[config.mk]
export PLATFORM = sky130hd
export DESIGN_NAME = atm_tx_cell_proc
export DESIGN_NICKNAME = d
export VERILOG_FILES = /design/src/rtl/atm_tx_pkg.sv /design/src/rtl/atm_hec_unit.sv /design/src/rtl/atm_payload_scrambler.sv /design/src/rtl/atm_cell_counters.sv /design/src/rtl/atm_tx_cell_proc.sv
export SDC_FILE = /design/constraint.sdc
export NUM_CORES = 1
export LEC_CHECK = 0
export ABC_AREA = 1
export BUFFER_PORTS_ARGS = -buffer_cell sky130_fd_sc_hd__buf_4
export CORE_ASPECT_RATIO = 0.9
export CORE_MARGIN = 4
export CORE_UTILIZATION = 28
export CTS_CLUSTER_DIAMETER = 100
export DETAILED_ROUTE_END_ITERATION = 6
export SYNTH_ARGS = -nofsm -noshare
export SYNTH_HDL_FRONTEND = slang
export SYNTH_SLANG_ARGS = --single-unit
[constraint.sdc]
create_clock -name clk -period 3.9 [get_ports clk]
set_clock_uncertainty 0.15 [all_clocks]
set_input_delay 0.78 -clock clk [delete_from_list [all_inputs] [get_ports clk]]
set_output_delay 0.78 -clock clk [all_outputs]
set_load 0.02 [all_outputs]
[src/rtl/atm_tx_pkg.sv]
package atm_tx_pkg;
  localparam int CELL_BYTES = 53;
  localparam int HDR_BYTES  = 4;
  localparam int SCR_DEPTH  = 43;
  localparam int POS_W      = $clog2(CELL_BYTES);
  localparam logic [7:0] HEC_POLY  = 8'h07;
  localparam logic [7:0] HEC_COSET = 8'h55;

  typedef logic [POS_W-1:0] pos_t;

  localparam pos_t POS_HEC  = pos_t'(HDR_BYTES);
  localparam pos_t POS_LAST = pos_t'(CELL_BYTES - 1);

  // One byte of CRC-8 advance, MSB first.
  function automatic logic [7:0] hec_step(input logic [7:0] crc, input logic [7:0] b);
    logic [7:0] c;
    logic       fb;
    c = crc;
    for (int i = 7; i >= 0; i--) begin
      fb = c[7] ^ b[i];
      c  = {c[6:0], 1'b0} ^ (fb ? HEC_POLY : 8'h00);
    end
    return c;
  endfunction
endpackage

[src/rtl/atm_hec_unit.sv]
module atm_hec_unit
  import atm_tx_pkg::*;
(
  input  logic       clk,
  input  logic       rst,
  input  pos_t       pos,
  input  logic       is_user,
  input  logic [7:0] src,
  input  logic       ins_en,
  input  logic       coset_en,
  input  logic       corrupt_en,
  input  logic [7:0] corrupt_mask,
  output logic [7:0] hec_byte,
  output logic       hec_ok,
  output logic       hec_err
);
  logic [7:0] crc_q;
  logic [7:0] hec_gen;
  logic [7:0] hec_ins;

  assign hec_gen  = crc_q ^ (coset_en ? HEC_COSET : 8'h00);
  assign hec_ins  = hec_gen ^ (corrupt_en ? corrupt_mask : 8'h00);
  assign hec_byte = (ins_en || !is_user) ? hec_ins : src;

  always_ff @(posedge clk) begin
    if (rst) begin
      crc_q   <= 8'h00;
      hec_ok  <= 1'b0;
      hec_err <= 1'b0;
    end else begin
      if (pos < POS_HEC)
        crc_q <= hec_step((pos == '0) ? 8'h00 : crc_q, src);
      hec_ok  <= (pos == POS_HEC) && is_user && (src == hec_gen);
      hec_err <= (pos == POS_HEC) && is_user && (src != hec_gen);
    end
  end

  // a flag only follows the HEC byte of a user cell
  p_flag_user_r10: assert property (@(posedge clk) disable iff (rst)
    (hec_ok || hec_err) |-> ($past(pos) == POS_HEC && $past(is_user)));

  // header CRC untouched while payload streams
  p_crc_hold_r4: assert property (@(posedge clk) disable iff (rst)
    (pos > POS_HEC) |=> $stable(crc_q));
endmodule

[src/rtl/atm_payload_scrambler.sv]
module atm_payload_scrambler #(
  parameter int DEPTH = 43
) (
  input  logic       clk,
  input  logic       rst,
  input  logic       adv,
  input  logic       en,
  input  logic [7:0] din,
  output logic [7:0] dout
);
  logic [DEPTH-1:0] state_q;
  logic [DEPTH-1:0] state_nx;
  logic [7:0]       scr;

  always_comb begin
    state_nx = state_q;
    scr      = '0;
    for (int i = 7; i >= 0; i--) begin
      scr[i]   = din[i] ^ state_nx[DEPTH-1];
      state_nx = {state_nx[DEPTH-2:0], scr[i]};
    end
  end

  assign dout = en ? scr : din;

  always_ff @(posedge clk) begin
    if (rst)
      state_q <= '0;
    else if (adv && en)
      state_q <= state_nx;
  end

  // history frozen on header bytes and while bypassed
  p_state_hold_r8: assert property (@(posedge clk) disable iff (rst)
    !(adv && en) |=> $stable(state_q));
endmodule

[src/rtl/atm_cell_counters.sv]
module atm_cell_counters #(
  parameter int CNT_W = 16
) (
  input  logic             clk,
  input  logic             rst,
  input  logic             start,
  input  logic             is_user,
  input  logic             interval,
  output logic [CNT_W-1:0] user_held,
  output logic [CNT_W-1:0] idle_held
);
  logic [CNT_W-1:0] user_live;
  logic [CNT_W-1:0] idle_live;
  logic             inc_user;
  logic             inc_idle;

  assign inc_user = start && is_user;
  assign inc_idle = start && !is_user;

  always_ff @(posedge clk) begin
    if (rst) begin
      user_live <= '0;
      idle_live <= '0;
      user_held <= '0;
      idle_held <= '0;
    end else if (interval) begin
      user_held <= user_live;
      idle_held <= idle_live;
      user_live <= CNT_W'(inc_user);
      idle_live <= CNT_W'(inc_idle);
    end else begin
      user_live <= user_live + CNT_W'(inc_user);
      idle_live <= idle_live + CNT_W'(inc_idle);
    end
  end

  // snapshot equals the live counts of the previous cycle
  p_snap_r11: assert property (@(posedge clk) disable iff (rst)
    interval |=> (user_held == $past(user_live) && idle_held == $past(idle_live)));
endmodule

[src/rtl/atm_tx_cell_proc.sv]
module atm_tx_cell_proc
  import atm_tx_pkg::*;
#(
  parameter int CNT_W = 16
) (
  input  logic             clk,
  input  logic             rst,
  input  logic             cell_rdy_i,
  output logic             rd_o,
  input  logic [7:0]       din_i,
  input  logic             hec_ins_en,
  input  logic             coset_en,
  input  logic             hec_corrupt_en,
  input  logic [7:0]       hec_corrupt_mask,
  input  logic             scr_en,
  input  logic [3:0]       idle_gfc,
  input  logic [2:0]       idle_pti,
  input  logic             idle_clp,
  input  logic [7:0]       idle_payload,
  input  logic             interval,
  output logic [7:0]       dout,
  output logic             dout_soc,
  output logic             dout_valid,
  output logic             hdr_hec_ok,
  output logic             hdr_hec_err,
  output logic [CNT_W-1:0] user_cnt_q,
  output logic [CNT_W-1:0] idle_cnt_q
);
  pos_t       pos_q;
  logic       user_q;
  logic       start;
  logic       use_user;
  logic [7:0] idle_byte;
  logic [7:0] src;
  logic [7:0] hec_byte;
  logic [7:0] scr_byte;
  logic [7:0] out_byte;

  assign start    = (pos_q == '0);
  assign use_user = start ? cell_rdy_i : user_q;
  assign rd_o     = use_user;

  always_comb begin
    unique case (pos_q)
      pos_t'(0): idle_byte = {idle_gfc, 4'h0};
      pos_t'(1): idle_byte = 8'h00;
      pos_t'(2): idle_byte = 8'h00;
      pos_t'(3): idle_byte = {4'h0, idle_pti, idle_clp};
      default:   idle_byte = idle_payload;
    endcase
  end

  assign src = use_user ? din_i : idle_byte;

  atm_hec_unit u_hec (
    .clk          (clk),
    .rst          (rst),
    .pos          (pos_q),
    .is_user      (use_user),
    .src          (src),
    .ins_en       (hec_ins_en),
    .coset_en     (coset_en),
    .corrupt_en   (hec_corrupt_en),
    .corrupt_mask (hec_corrupt_mask),
    .hec_byte     (hec_byte),
    .hec_ok       (hdr_hec_ok),
    .hec_err      (hdr_hec_err)
  );

  atm_payload_scrambler #(.DEPTH(SCR_DEPTH)) u_scr (
    .clk  (clk),
    .rst  (rst),
    .adv  (pos_q > POS_HEC),
    .en   (scr_en),
    .din  (src),
    .dout (scr_byte)
  );

  atm_cell_counters #(.CNT_W(CNT_W)) u_cnt (
    .clk       (clk),
    .rst       (rst),
    .start     (start),
    .is_user   (use_user),
    .interval  (interval),
    .user_held (user_cnt_q),
    .idle_held (idle_cnt_q)
  );

  always_comb begin
    if (pos_q < POS_HEC)       out_byte = src;
    else if (pos_q == POS_HEC) out_byte = hec_byte;
    else                       out_byte = scr_byte;
  end

  always_ff @(posedge clk) begin
    if (rst) begin
      pos_q      <= '0;
      user_q     <= 1'b0;
      dout       <= 8'h00;
      dout_soc   <= 1'b0;
      dout_valid <= 1'b0;
    end else begin
      pos_q      <= (pos_q == POS_LAST) ? '0 : pos_q + pos_t'(1);
      user_q     <= use_user;
      dout       <= out_byte;
      dout_soc   <= start;
      dout_valid <= 1'b1;
    end
  end

  // the user-or-idle choice is fixed for the whole cell
  p_rd_hold_r2: assert property (@(posedge clk) disable iff (rst)
    (pos_q != '0) |-> (rd_o == $past(rd_o)));

  // an idle cell opens with the programmed flow-control field
  p_idle_first_r3: assert property (@(posedge clk) disable iff (rst)
    (dout_soc && !$past(rd_o)) |-> (dout == {$past(idle_gfc), 4'h0}));

  // start-of-cell only on valid bytes
  p_soc_valid_r1: assert property (@(posedge clk) disable iff (rst)
    dout_soc |-> dout_valid);
endmodule

-- After elaboration in Yosys (flattened, before gate mapping)
Cells that the tools add are included.
- logic and storage cells: 86
- ROM bits: 0
- bits in latches: 0
- bits in writable memories: 0
- register bits after elaboration: 134
- bits of input ports: 40
- memories: 0
- output and inout bits: 45
- muxes and demuxes: 21
- equal/unequal tests: 7
- $mul: 0
- $lt $le $gt $ge: 2
- add/sub/neg operators: 3
- shift-type cells: 0
- divide/modulo/power cells: 0
- reductions and logical operators: 12
- bitwise logic cells: 26
- operators with widths (operator ; number):
    $xor A8 B8 Y8 ; 10
    $mux W8 ; 7
    $add A16 B1 Y16 ; 2
    $mux W3 ; 8
    $pmux W8 S3 ; 1
    $xor A1 B1 Y1 ; 16
    $eq A6 B2 Y1 const B ; 2
    $eq A8 B8 Y1 ; 1
    $ne A8 B8 Y1 ; 1
    $mux W7 ; 1
    $add A6 B1 Y6 const B ; 1
    $eq A6 B1 Y1 const B ; 1
    $eq A6 B3 Y1 const B ; 1
    $eq A6 B6 Y1 const B ; 1
    $gt A6 B3 Y1 const B ; 1
    $logic_and A1 B1 Y1 ; 6
    $logic_not A6 Y1 ; 1
    $lt A6 B3 Y1 const B ; 1
    $reduce_or A2 Y1 ; 3
    $mux W1 ; 4
    $logic_not A1 Y1 ; 1
    $logic_or A1 B1 Y1 ; 1

-- Depth between registers and ports, before layout
Gate-level depths: netlist of run 1.
- word-level depth: 28
- gate-level depth with buffers: 19
- mapped depth without buffers: 19

-- Hierarchy
Synthesis of run 1 repeated with hierarchy kept, for this count alone.
- cells, all modules: 971
- area total of the unflattened synthesis: 6671.4 µm²
- by module, submodules not included (module ; instances ; sequential area each (µm²) ; cells an instance ; area an instance (µm²)):
    atm_cell_counters ; 1 ; 1281.2 ; 372 ; 2642.5
    atm_payload_scrambler ; 1 ; 860.8 ; 253 ; 1790.5
    atm_tx_cell_proc ; 1 ; 340.3 ; 170 ; 1149.9
    atm_hec_unit ; 1 ; 200.2 ; 176 ; 1088.5

-- Least setup slack after synthesis of run 1
Ideal clock, no wire load.
- path kind: input-to-reg
- from: input cell_rdy_i
- to: register u_cnt.user_live[15]
- arrival time: 2.534 ns
- stages on the path: 16
- slack: 1.084 ns
- library setup time: 0.132 ns
- path through: nand4_1 -> inv_1 -> ha_1 -> nand3_1 -> nor3_1 -> nand2_1 -> nor2_1 -> nand2_1 -> nor3_1 -> nand2_1 -> nor2_1 -> nand2_1 -> inv_1 -> nand2_1 -> o21ai_0 -> a21oi_1
- longest elaborated chain between the ends: 3
- RTL lines (item ; RTL line ; source):
    start: declaration ; atm_tx_cell_proc.sv:8 ; input logic cell_rdy_i,
    $mux W1 ; atm_tx_cell_proc.sv:40 ; assign use_user = start ? cell_rdy_i : user_q;
    $logic_and A1 B1 Y1 ; atm_cell_counters.sv:17 ; assign inc_user = start && is_user;
    $add A16 B1 Y16 ; atm_cell_counters.sv:32 ; user_live <= user_live + CNT_W'(inc_user);
    end signal: assignment ; atm_cell_counters.sv:29 ; user_live <= CNT_W'(inc_user);
    end signal: assignment ; atm_cell_counters.sv:32 ;
    end: declaration ; atm_cell_counters.sv:12 ; logic [CNT_W-1:0] user_live;
No other way between the ends.
A chain may end at the register's enable or synchronous reset.

-- Worst setup path after layout of run 1
- from: register pos_q[0]
- to: register u_cnt.user_live[14]
- longest elaborated chain between the ends: 4
- RTL lines (item ; RTL line ; source):
    start: declaration ; atm_tx_cell_proc.sv:29 ; pos_t pos_q;
    start signal: assignment ; atm_tx_cell_proc.sv:103 ; pos_q <= (pos_q == POS_LAST) ? '0 : pos_q + pos_t'(1);
    $logic_not A6 Y1 (*) ; atm_tx_cell_proc.sv:39 ; assign start = (pos_q == '0);
    $mux W1 ; atm_tx_cell_proc.sv:40 ;
    $logic_and A1 B1 Y1 (*) ; atm_cell_counters.sv:17 ;
    $add A16 B1 Y16 (*) ; atm_cell_counters.sv:32 ;
Mark *: on every way between the ends. The rest lies on a longest branch, timed or not.

==> impl_metrics.py, run 1 <==
metrics = {
    "logic_synthesis": {
        "synth_edf_count": 0,
        "yosysUniqueCellTypes": 43,
        "syn_inst": 830,
        "synth_ff_type": "dfxtp_1",
        "synth_top_area_cell": "dfxtp_1",
        "syn_area_um2": 6008,
        "synth_top_area_frac": 0.4465,
        "synth_warnings": 0,
        "seq_area_frac_synth": 0.4465,
        "synth_seq_cells": 134,
        "netlist_top_cells_area": "dfxtp_1 45%, nand2_1 15%, a21oi_1 5.7%",
        "async_flop_share": 0,
        "syn_nets": 878,
        "syn_area_per_cell_um2": 7.239,
    },
    "power": {
        "total_power_uw": 3862,
        "seq_power_share": 0.383,
        "combPwrFrac": 0.207,
        "switching_share": 0.3028,
        "p_leak_uw": 0.003142,
        "power.switching_uw": 1169,
        "ir_drop_mv": 0.2458,
        "internal_power_uw": 2693,
        "clockPowerShare": 0.410,
        "powerDensity_nw_per_um2": 513.9,
    },
    "timing": {
        "tightest_slew_ns": 0.8402,
        "drv_slew": 0,
        "period_needed_ns": 3.088,
        "setup_viol": 0,
        "fin_tns_setup_ns": 0,
        "hold_violations": 0,
        "finalCritPeriodShare": 0.7918,
        "relSlewSlack": 0.4385,
        "fmax_mhz": 323.8,
        "rsz0062_at_grt": "false",
    },
    "clocking": {
        "postCtsHoldBufs": 0,
        "cts_buffer_depth": 2,
        "cts_tree": "done",
        "clk_latency_ns": 0.41,
        "postCtsSetupBuffers": 0,
        "cts_buffers": 17,
        "htreeDepth": 4,
        "cts.sinks": 134,
        "post_cts_resized": 0,
        "clk_pin_slew_ns": 0.06,
        "cts_root_buf": "clkbuf_16",
    },
    "outcome": {
        "outcome": "completed",
    },
    "hold_path": {
        "holdCritStartpoint": "u_cnt.idle_held[13]",
        "min-delay-path-class": "register to register",
        "hold_depth": 2,
        "min_delay_worst_endpoint": "u_cnt.idle_held[13]",
    },
    "routing": {
        "avgRoutedWirePerCell_um": 12.74,
        "drt-vias-per-instance": 4.493,
        "drt_iter0_drc": 236,
        "routed_wl_mm": 15.39,
        "drcViolationCount": 0,
        "antenna_left": 0,
        "vias": 5428,
        "first_pass_iters": 4,
    },
    "critical_path": {
        "critPathLaunchType": "register",
        "cp-end-kind": "register",
        "r2r_slack_ns": 0.81,
        "reg2reg_depth": 15,
        "path_class": "register to register",
        "r2r_start": "pos_q[0]",
        "r2r-end": "u_cnt.user_live[14]",
        "crit_fanout": 4,
        "required_ns": 4.11,
        "crit_arrival_ns": 3.30,
    },
    "global_routing": {
        "gr-total-overflow": 0,
        "grt_pass1_vias": 5213,
        "antenna_found_initial": 0,
        "grt_use_total": 0.1325,
        "grt_first_pass_wirelength_mm": 25.65,
        "grt_start_max_net_pins": 54,
    },
    "die": {
        "ios": 85,
        "die_h_um": 147.0,
        "dieArea_um2": 23870,
        "initial_utilization": 0.2867,
        "core_um2": 20960,
        "rows": 50,
        "fp.dieW_um": 162.4,
    },
    "layout": {
        "fillers": 2193,
        "fin_nets": 958,
        "fin_cells": 1208,
        "synthToLayoutAreaGrowth_pct": 25.07,
        "diodes": 0,
        "fin_area_um2": 7515,
        "layout-drive-gt1-share": 0.1638,
        "final_cell_mix": "242 x nand2_1, 134 x dfxtp_1, 92 x buf_4",
        "final_common_cell": "nand2_1",
    },
    "place": {
        "gp_congestion": 0.8527,
        "dp.cells": 1177,
        "dp_hpwl_mm": 10.87,
        "port_buffers": 84,
        "dpl_cell_area_um2": 6933,
    },
    "run": {
        "cap_violations": 0,
    },
}
[power by group through the flow]
| stage | Combinational [µW] | Sequential (µW) | Clock (µW) |
|---|---|---|---|
| CTS | 799 | 1480 | 1620 |
| floorplan | 577 | 1510 | 0 |
| detailed placement | 794 | 1510 | 0 |
| finish | 799 | 1480 | 1580 |
| global route | 910 | 1490 | 1680 |
| global placement | 787 | 1510 | 0 |
[cells in the mapped netlist (5+ instances only)]
cell,number
a21oi_1,68
a31oi_1,5
clkbuf_1,27
dfxtp_1,134
ha_1,8
inv_1,83
nand2_1,242
nand2_2,8
nand3_1,42
nand4_1,7
nor2_1,58
nor3_1,12
o21ai_0,57
xnor2_1,6
xor2_1,18
[area by class of cell]
class / instances / area [µm²] / area share
inverter: 88 / 332.8 / 0.04429
tap: 286 / 357.8 / 0.04762
clock inverter: 11 / 125.1 / 0.01665
multi-input combinational: 577 / 2869 / 0.3818
sequential: 134 / 2683 / 0.3570
clock buffer: 20 / 456.7 / 0.06077
timing repair buffer: 92 / 690.7 / 0.09191
[worst max-delay path, stage by stage, from the launching register on]
cell and delay [ns]:
dfxtp_1 0.34, inv_1 0.11, ha_1 0.25, nand4_1 0.24
inv_1 0.12, ha_1 0.18, ha_1 0.19, nand4_1 0.17
nor4_1 0.29, nand2_1 0.13, nor2_1 0.14, nand2_1 0.10
nor3_1 0.23, nand2_1 0.13, a21oi_1 0.15, o21a_1 0.13
[metrics by stage]
step,worst slack [ns],utilization,hold WS [ns]
2_1_floorplan,1.084,-,0.2724
4_1_cts,0.7741,0.3586,0.2987
3_3_place_gp,0.7338,0.3308,0.2816
5_1_grt,0.2829,0.3586,0.3177
3_5_place_dp,0.6803,0.3308,0.2833
6_report,0.8120,0.3586,0.2959
[how the worst max path moves through the flow]
stage | cells past startpoint | to | slack (ns) | startpoint
2_1_floorplan | 16 | u_cnt.user_live[15] | 1.08 | cell_rdy_i
3_3_place_gp | 17 | u_cnt.user_live[15] | 0.73 | cell_rdy_i
3_5_place_dp | 17 | u_cnt.user_live[15] | 0.68 | cell_rdy_i
4_1_cts | 15 | u_cnt.user_live[14] | 0.77 | pos_q[0]
5_1_grt | 15 | u_cnt.user_live[14] | 0.28 | pos_q[0]
6_report | 15 | u_cnt.user_live[14] | 0.81 | pos_q[0]
[cells by family (layout without fill, tap and decap cells)]
group,after synthesis,in the layout,synth area share
and+or+nand+nor,385,385,0.2686
adders and majority gates,8,8,0.01666
xor gates and xnor gates,27,27,0.04311
AOI/OAI and AO/OA,157,157,0.1479
buffers and inverters,119,211,0.07726
DFF,134,134,0.4465
[flip-flops by register name (all words and copies together) (netlist names)]
name and flops:
dout 8, dout_soc 1, dout_valid 1, pos_q 6
u_cnt.idle_held 16, u_cnt.idle_live 16, u_cnt.user_held 16, u_cnt.user_live 16
u_hec.crc_q 8, u_hec.hec_err 1, u_hec.hec_ok 1, u_scr.state_q 43
user_q 1
[metal layers]
layer	up-vias	GRT usage	routed length (µm)
met5	-	0	0
met4	0	0.05497	322
met3	25	0.03871	1054
met2	154	0.1960	6439
met1	2416	0.1804	7576
li1	2833	-	-
No activity file was read; power rests on OpenSTA's default activity.
==> run 2, diff against run 1 <==
==> constraint.sdc (replaced) <==
create_clock -name clk -period 3 [get_ports clk]
set_clock_uncertainty 0.15 [all_clocks]
set_input_delay 0.6 -clock clk [delete_from_list [all_inputs] [get_ports clk]]
set_output_delay 0.6 -clock clk [all_outputs]
set_load 0.02 [all_outputs]
==> run 2 against run 1 <==
Net effect: flip-flop and latch count stayed put; power is 34% higher; clock-buffer cell count stayed put; core utilization is 0.84 points higher; highest routed layer unchanged; first-iteration DRC count is 89% higher; sequential share of layout area is 0.81 points lower; critical path type unchanged.
==> impl_metrics.py, run 2 (same netlist as run 1, synthesis figures left out) <==
metrics = {
    "layout": {
        "layout-drive-gt1-share": 0.1851,
        "final_cell_mix": "242 x nand2_1, 134 x dfxtp_1, 98 x buf_4",
        "final_common_cell": "nand2_1",
        "largest_reg_flops": 43,
        "fin_util": 0.3669,
        "fin_nets": 965,
        "diodes": 0,
        "synthToLayoutAreaGrowth_pct": 27.99,
        "top_register": "u_scr.state_q",
    },
    "routing": {
        "vias": 5393,
        "drt-vias-per-instance": 4.439,
        "drcViolationCount": 0,
        "antenna_left": 0,
        "avgRoutedWirePerCell_um": 12.55,
        "first_pass_iters": 5,
        "drt_iter0_drc": 445,
        "routed_wl_mm": 15.24,
    },
    "timing": {
        "setup_viol": 0,
        "finalCritPeriodShare": 0.9121,
        "relSlewSlack": 0.5181,
        "fin_tns_setup_ns": 0,
        "tightest_slew_ns": 0.7167,
        "period_needed_ns": 2.736,
        "rsz0062_at_grt": "false",
        "drv_slew": 0,
        "fmax_mhz": 365.4,
        "hold_violations": 0,
    },
    "global_routing": {
        "grt_use_total": 0.1282,
        "grt_busiest_layer": "met2",
        "grt_start_max_net_pins": 45,
        "antenna_found_initial": 0,
        "globalRouteMet1Util": 0.1797,
        "grtUsageMet2": 0.1875,
        "gr-total-overflow": 0,
        "use_met3": 0.04011,
        "grt_first_pass_wirelength_mm": 24.96,
        "grt_pass1_vias": 5008,
    },
    "die": {
        "core_um2": 20960,
        "ios": 85,
        "dieArea_um2": 23870,
        "rows": 50,
        "die_h_um": 147.0,
        "fp.dieW_um": 162.4,
        "initial_utilization": 0.2867,
    },
    "power": {
        "p_leak_uw": 0.003201,
        "ir_drop_mv": 0.3369,
        "total_power_uw": 5182,
        "powerDensity_nw_per_um2": 673.9,
    },
    "critical_path": {
        "required_ns": 3.13,
        "startpoint": "pos_q[1]",
        "cp-end-kind": "register",
        "r2r_start": "pos_q[1]",
        "crit_fanout": 4,
        "critPathLaunchType": "register",
        "crit_arrival_ns": 2.87,
        "path_class": "register to register",
    },
    "clocking": {
        "postCtsHoldBufs": 0,
        "clk_latency_ns": 0.42,
        "cts_root_buf": "clkbuf_16",
        "htreeDepth": 4,
        "clk_pin_slew_ns": 0.06,
        "cts_buffer_depth": 2,
        "cts_tree": "done",
        "cts.sinks": 134,
        "cts_buffers": 17,
    },
    "outcome": {
        "outcome": "completed",
    },
    "place": {
        "gp_congestion": 0.9006,
        "port_buffers": 84,
        "dp_hpwl_mm": 10.81,
    },
    "run": {
        "cap_violations": 0,
    },
    "hold_path": {
        "holdCritStartpoint": "cell_rdy_i",
        "min-delay-path-class": "input pin to register",
    },
}
-- run 2: per-layer routing --
layer | part of all wire | vias to the layer above
met5 | 0 | -
met4 | 0.012 | 0
met3 | 0.069 | 14
met2 | 0.42 | 136
met1 | 0.50 | 2401
li1 | - | 2842
-- run 2: where the power goes --
part | internal (µW) | switching [µW] | total [µW]
logic | 384 | 652 | 1040
clock network | 1430 | 785 | 2220
registers | 1860 | 67.3 | 1930
-- run 2: worst paths after layout --
| check | end | slack, ns | cells after the start |
|---|---|---|---|
| setup / recovery | u_cnt.user_live[15] | 0.26 | 18 |
| hold / removal | u_cnt.idle_live[0] | 0.24 | 2 |
| setup reg to reg | u_cnt.user_live[15] | 0.26 | 18 |
| hold reg to reg | u_cnt.idle_held[13] | 0.30 | 2 |
-- run 2: repair_timing --
action / 4_1_cts / 5_1_grt
setup endpoints to repair: 0 / 7
hold endpoints to repair: 0 / 0
setup buffers: 0 / 2
gates resized for setup: 0 / 15
-- run 2: final cells by class --
type	count	area [µm²]
multi-input cells	577	2932
well taps	286	357.8
clock buffers	20	456.7
repair buffers	99	755.7
fillers	2176	13270
clock inverters	11	172.7
inverters	88	332.8
flip-flops and latches	134	2683
-- run 2: worst max-delay path: stages (launching register included) --
cell and delay (ns):
dfxtp_1 0.33, inv_1 0.13, ha_4 0.17, nand4_1 0.12, inv_1 0.08, ha_1 0.17, nand3_1 0.14, nor3_2 0.22
nand2_1 0.07, nor2_1 0.12, nand2_1 0.10, nor3_2 0.13, nand2_1 0.08, nor2_1 0.12, nand2_1 0.09, inv_1 0.08
nand2_1 0.06, o21ai_0 0.16, a21oi_1 0.08
-- run 2: stage by stage --
stage / instance area [µm²] / setup slack, ns / cells / hold WS, ns
4_1_cts: 7612 / 0.06001 / 1213 / 0.2208
5_1_grt: 7690 / 0.02439 / 1215 / 0.2331
3_5_place_dp: 6983 / 0.09647 / 1182 / 0.2833
2_1_floorplan: 6008 / 0.2516 / 830 / 0.2724
3_3_place_gp: 6983 / 0.1393 / 1182 / 0.2796
6_report: 7690 / 0.2636 / 1215 / 0.2382
==> run 3, diff against run 2 <==
--- a/config.mk
+++ b/config.mk
@@ -5,9 +5,9 @@
 export SDC_FILE = /design/constraint.sdc
 export NUM_CORES = 1
 export LEC_CHECK = 0
-export ABC_AREA = 1
+export ABC_AREA = 0
 export BUFFER_PORTS_ARGS = -buffer_cell sky130_fd_sc_hd__buf_4
-export CORE_ASPECT_RATIO = 0.9
+export CORE_ASPECT_RATIO = 1.75
 export CORE_MARGIN = 4
 export CORE_UTILIZATION = 28
 export CTS_CLUSTER_DIAMETER = 100
==> run 3 against run 2 <==
Net effect: combinational power increased by 72%; core utilization increased by 0.98 points; flip-flop and latch count unchanged; synthesized area increased by 4.2%; via count decreased by 2.4%; sequential share of layout area decreased by 2.5 points; sequential power increased by 2%; largest cell class unchanged.
==> impl_metrics.py, run 3 <==
metrics = {
    "power": {
        "seq_power_share": 0.340,
        "internal_power_uw": 3999,
        "switching_share": 0.3109,
        "combPwrFrac": 0.308,
        "p_leak_uw": 0.003323,
        "powerDensity_nw_per_um2": 697.9,
        "power.switching_uw": 1804,
        "total_power_uw": 5804,
        "ir_drop_mv": 0.3959,
        "clockPowerShare": 0.353,
    },
    "critical_path": {
        "startpoint": "pos_q[3]",
        "crit_fanout": 5,
        "r2r_slack_ns": 0.08,
        "reg2reg_depth": 10,
        "crit_arrival_ns": 3.06,
        "required_ns": 3.14,
        "r2r-end": "u_hec.crc_q[2]",
        "cp-end-kind": "register",
        "critPathCapture": "u_hec.crc_q[2]",
        "path_class": "register to register",
        "critPathLaunchType": "register",
        "r2r_start": "pos_q[3]",
    },
    "run": {
        "cap_violations": 0,
    },
    "global_routing": {
        "antenna_found_initial": 0,
        "grt_start_max_net_pins": 50,
        "gr-total-overflow": 0,
        "grt_pass1_vias": 5153,
        "grt_first_pass_wirelength_mm": 25.45,
        "grt_use_total": 0.1278,
    },
    "logic_synthesis": {
        "netlist_top_cells_count": "134 x dfxtp_1, 112 x nand2_1, 109 x nor2_1",
        "synth_compound_area_frac": 0.1049,
        "syn_nets": 776,
        "syn_area_per_cell_um2": 8.604,
        "synth_top_family_by_area": "simple AND/OR/NAND/NOR gates",
        "yosys.area_share.adder": 0.01598,
        "synth_edf_count": 0,
        "synth_seq_cells": 134,
        "netlist_top_cells_area": "dfxtp_1 43%, nand2_1 6.7%, nor2_1 6.5%",
        "synth.most_common_cell": "dfxtp_1",
        "synth_ff_type": "dfxtp_1",
        "async_flop_share": 0,
        "syn_inst": 728,
        "synth_xor_area_frac": 0.1264,
        "yosysUniqueCellTypes": 61,
        "syn_area_um2": 6264,
        "synth_top_area_cell": "dfxtp_1",
        "synth_top_area_frac": 0.4283,
        "seq_area_frac_synth": 0.4283,
        "synth-simple-area-share": 0.2052,
        "synth_mux_area_frac": 0.07072,
        "synth_warnings": 0,
    },
    "routing": {
        "routed_wl_mm": 15.94,
        "drcViolationCount": 0,
        "drt-vias-per-instance": 4.592,
        "first_pass_iters": 4,
        "antenna_left": 0,
        "vias": 5262,
        "avgRoutedWirePerCell_um": 13.91,
        "drt_iter0_drc": 263,
    },
    "clocking": {
        "clk_pin_slew_ns": 0.06,
        "cts_buffer_depth": 2,
        "postCtsHoldBufs": 0,
        "cts_buffers": 17,
        "htreeDepth": 4,
        "cts_tree": "done",
        "clk_latency_ns": 0.42,
        "cts.sinks": 134,
        "cts_root_buf": "clkbuf_16",
    },
    "die": {
        "rows": 72,
        "fp.dieW_um": 121.1,
        "ios": 85,
        "die_h_um": 205.9,
        "dieArea_um2": 24920,
        "core_um2": 22070,
        "initial_utilization": 0.2838,
    },
    "layout": {
        "largest_reg_flops": 43,
        "fin_cells": 1146,
        "fin_util": 0.3768,
        "top_register": "u_scr.state_q",
        "final_cell_mix": "136 x buf_4, 129 x dfxtp_1, 111 x nand2_1",
        "fin_nets": 885,
        "layout-drive-gt1-share": 0.2659,
        "synthToLayoutAreaGrowth_pct": 32.76,
        "final_common_cell": "buf_4",
        "diodes": 0,
    },
    "place": {
        "dp.cells": 1098,
        "port_buffers": 84,
        "gp_congestion": 0.8633,
        "dp_hpwl_mm": 11.40,
    },
    "timing": {
        "whs_ns": 0.3013,
        "period_needed_ns": 2.922,
        "tightest_slew_ns": 0.6736,
        "fmax_mhz": 342.3,
        "rsz0062_at_grt": "true",
        "finalCritPeriodShare": 0.9739,
        "relSlewSlack": 0.5479,
        "setup_viol": 0,
        "drv_slew": 0,
        "hold_violations": 0,
    },
    "hold_path": {
        "min-delay-path-class": "register to register",
        "holdCritStartpoint": "u_scr.state_q[29]",
    },
    "outcome": {
        "outcome": "completed",
    },
}
==> run 3: worst max-delay path, cell delays in order, from the launching register on <==
cell and delay [ns]:
dfxtp_2 0.35, or4_4 0.58, o211ai_2 0.18, o2111ai_2 0.15, o22ai_2 0.20, buf_6 0.15
xnor2_4 0.08, nor3b_2 0.18, o41a_1 0.42, a2111oi_2 0.29, a211oi_1 0.07
==> run 3: worst min path at each step <==
stage	to	slack (ns)	cells past startpoint
floorplan	pos_q[0]	0.27	1
global placement	u_scr.state_q[38]	0.29	2
detailed placement	u_scr.state_q[26]	0.29	2
CTS	u_scr.state_q[26]	0.30	2
global route	u_scr.state_q[27]	0.32	2
finish	u_scr.state_q[37]	0.30	2
==> run 3: power by group through the flow <==
stage	Clock (µW)	Sequential, µW	Combinational (µW)
detailed placement	0	2010	1550
finish	2050	1970	1790
global placement	0	2010	1530
CTS	2110	1970	1700
global route	2190	1980	1940
floorplan	0	1950	1220
==> run 3: metal layers <==
metal	up-vias	track usage	part of all wire
met1	2467	0.1442	0.39
met5	-	0	0
met4	0	0.06442	0.036
met2	104	0.2290	0.54
li1	2658	-	-
met3	33	0.02191	0.035
==> run 3: stage by stage <==
stage / setup TNS [ns] / cell area, µm² / setup WS [ns]
2_1_floorplan: -0.001272 / 6310 / -0.001272
3_3_place_gp: -0.4949 / 7423 / -0.2010
3_5_place_dp: -0.6577 / 7423 / -0.2184
4_1_cts: 0 / 8172 / 0.007994
5_1_grt: -0.09701 / 8315 / -0.06766
6_report: 0 / 8315 / 0.07829
==> run 3: layout make-up <==
| cell class | instances | area, µm² |
|---|---|---|
| Clock inverter | 13 | 131.4 |
| Tap cell | 296 | 370.4 |
| Fill cell | 2257 | 13760 |
| Inverter | 12 | 47.55 |
| Sequential cell | 134 | 2691 |
| Multi-Input combinational cell | 528 | 3471 |
| Timing Repair Buffer | 144 | 1151 |
| Clock buffer | 19 | 452.9 |
==> run 3: logic make-up (layout without fill, tap and decap cells) <==
group	Yosys count	count (layout)
and+or+nand+nor	294	294
AOI/OAI and AO/OA	99	99
DFF	134	134
xor gates and xnor gates	85	86
buffers and inverters	67	188
adders and majority gates	8	8
muxes	41	41
==> run 3: timing repair <==
action,CTS,global route
pin swaps,7,17
cloned,1,1
resized for setup,15,25
endpoints found under the setup margin,6,7
setup buffers,9,5
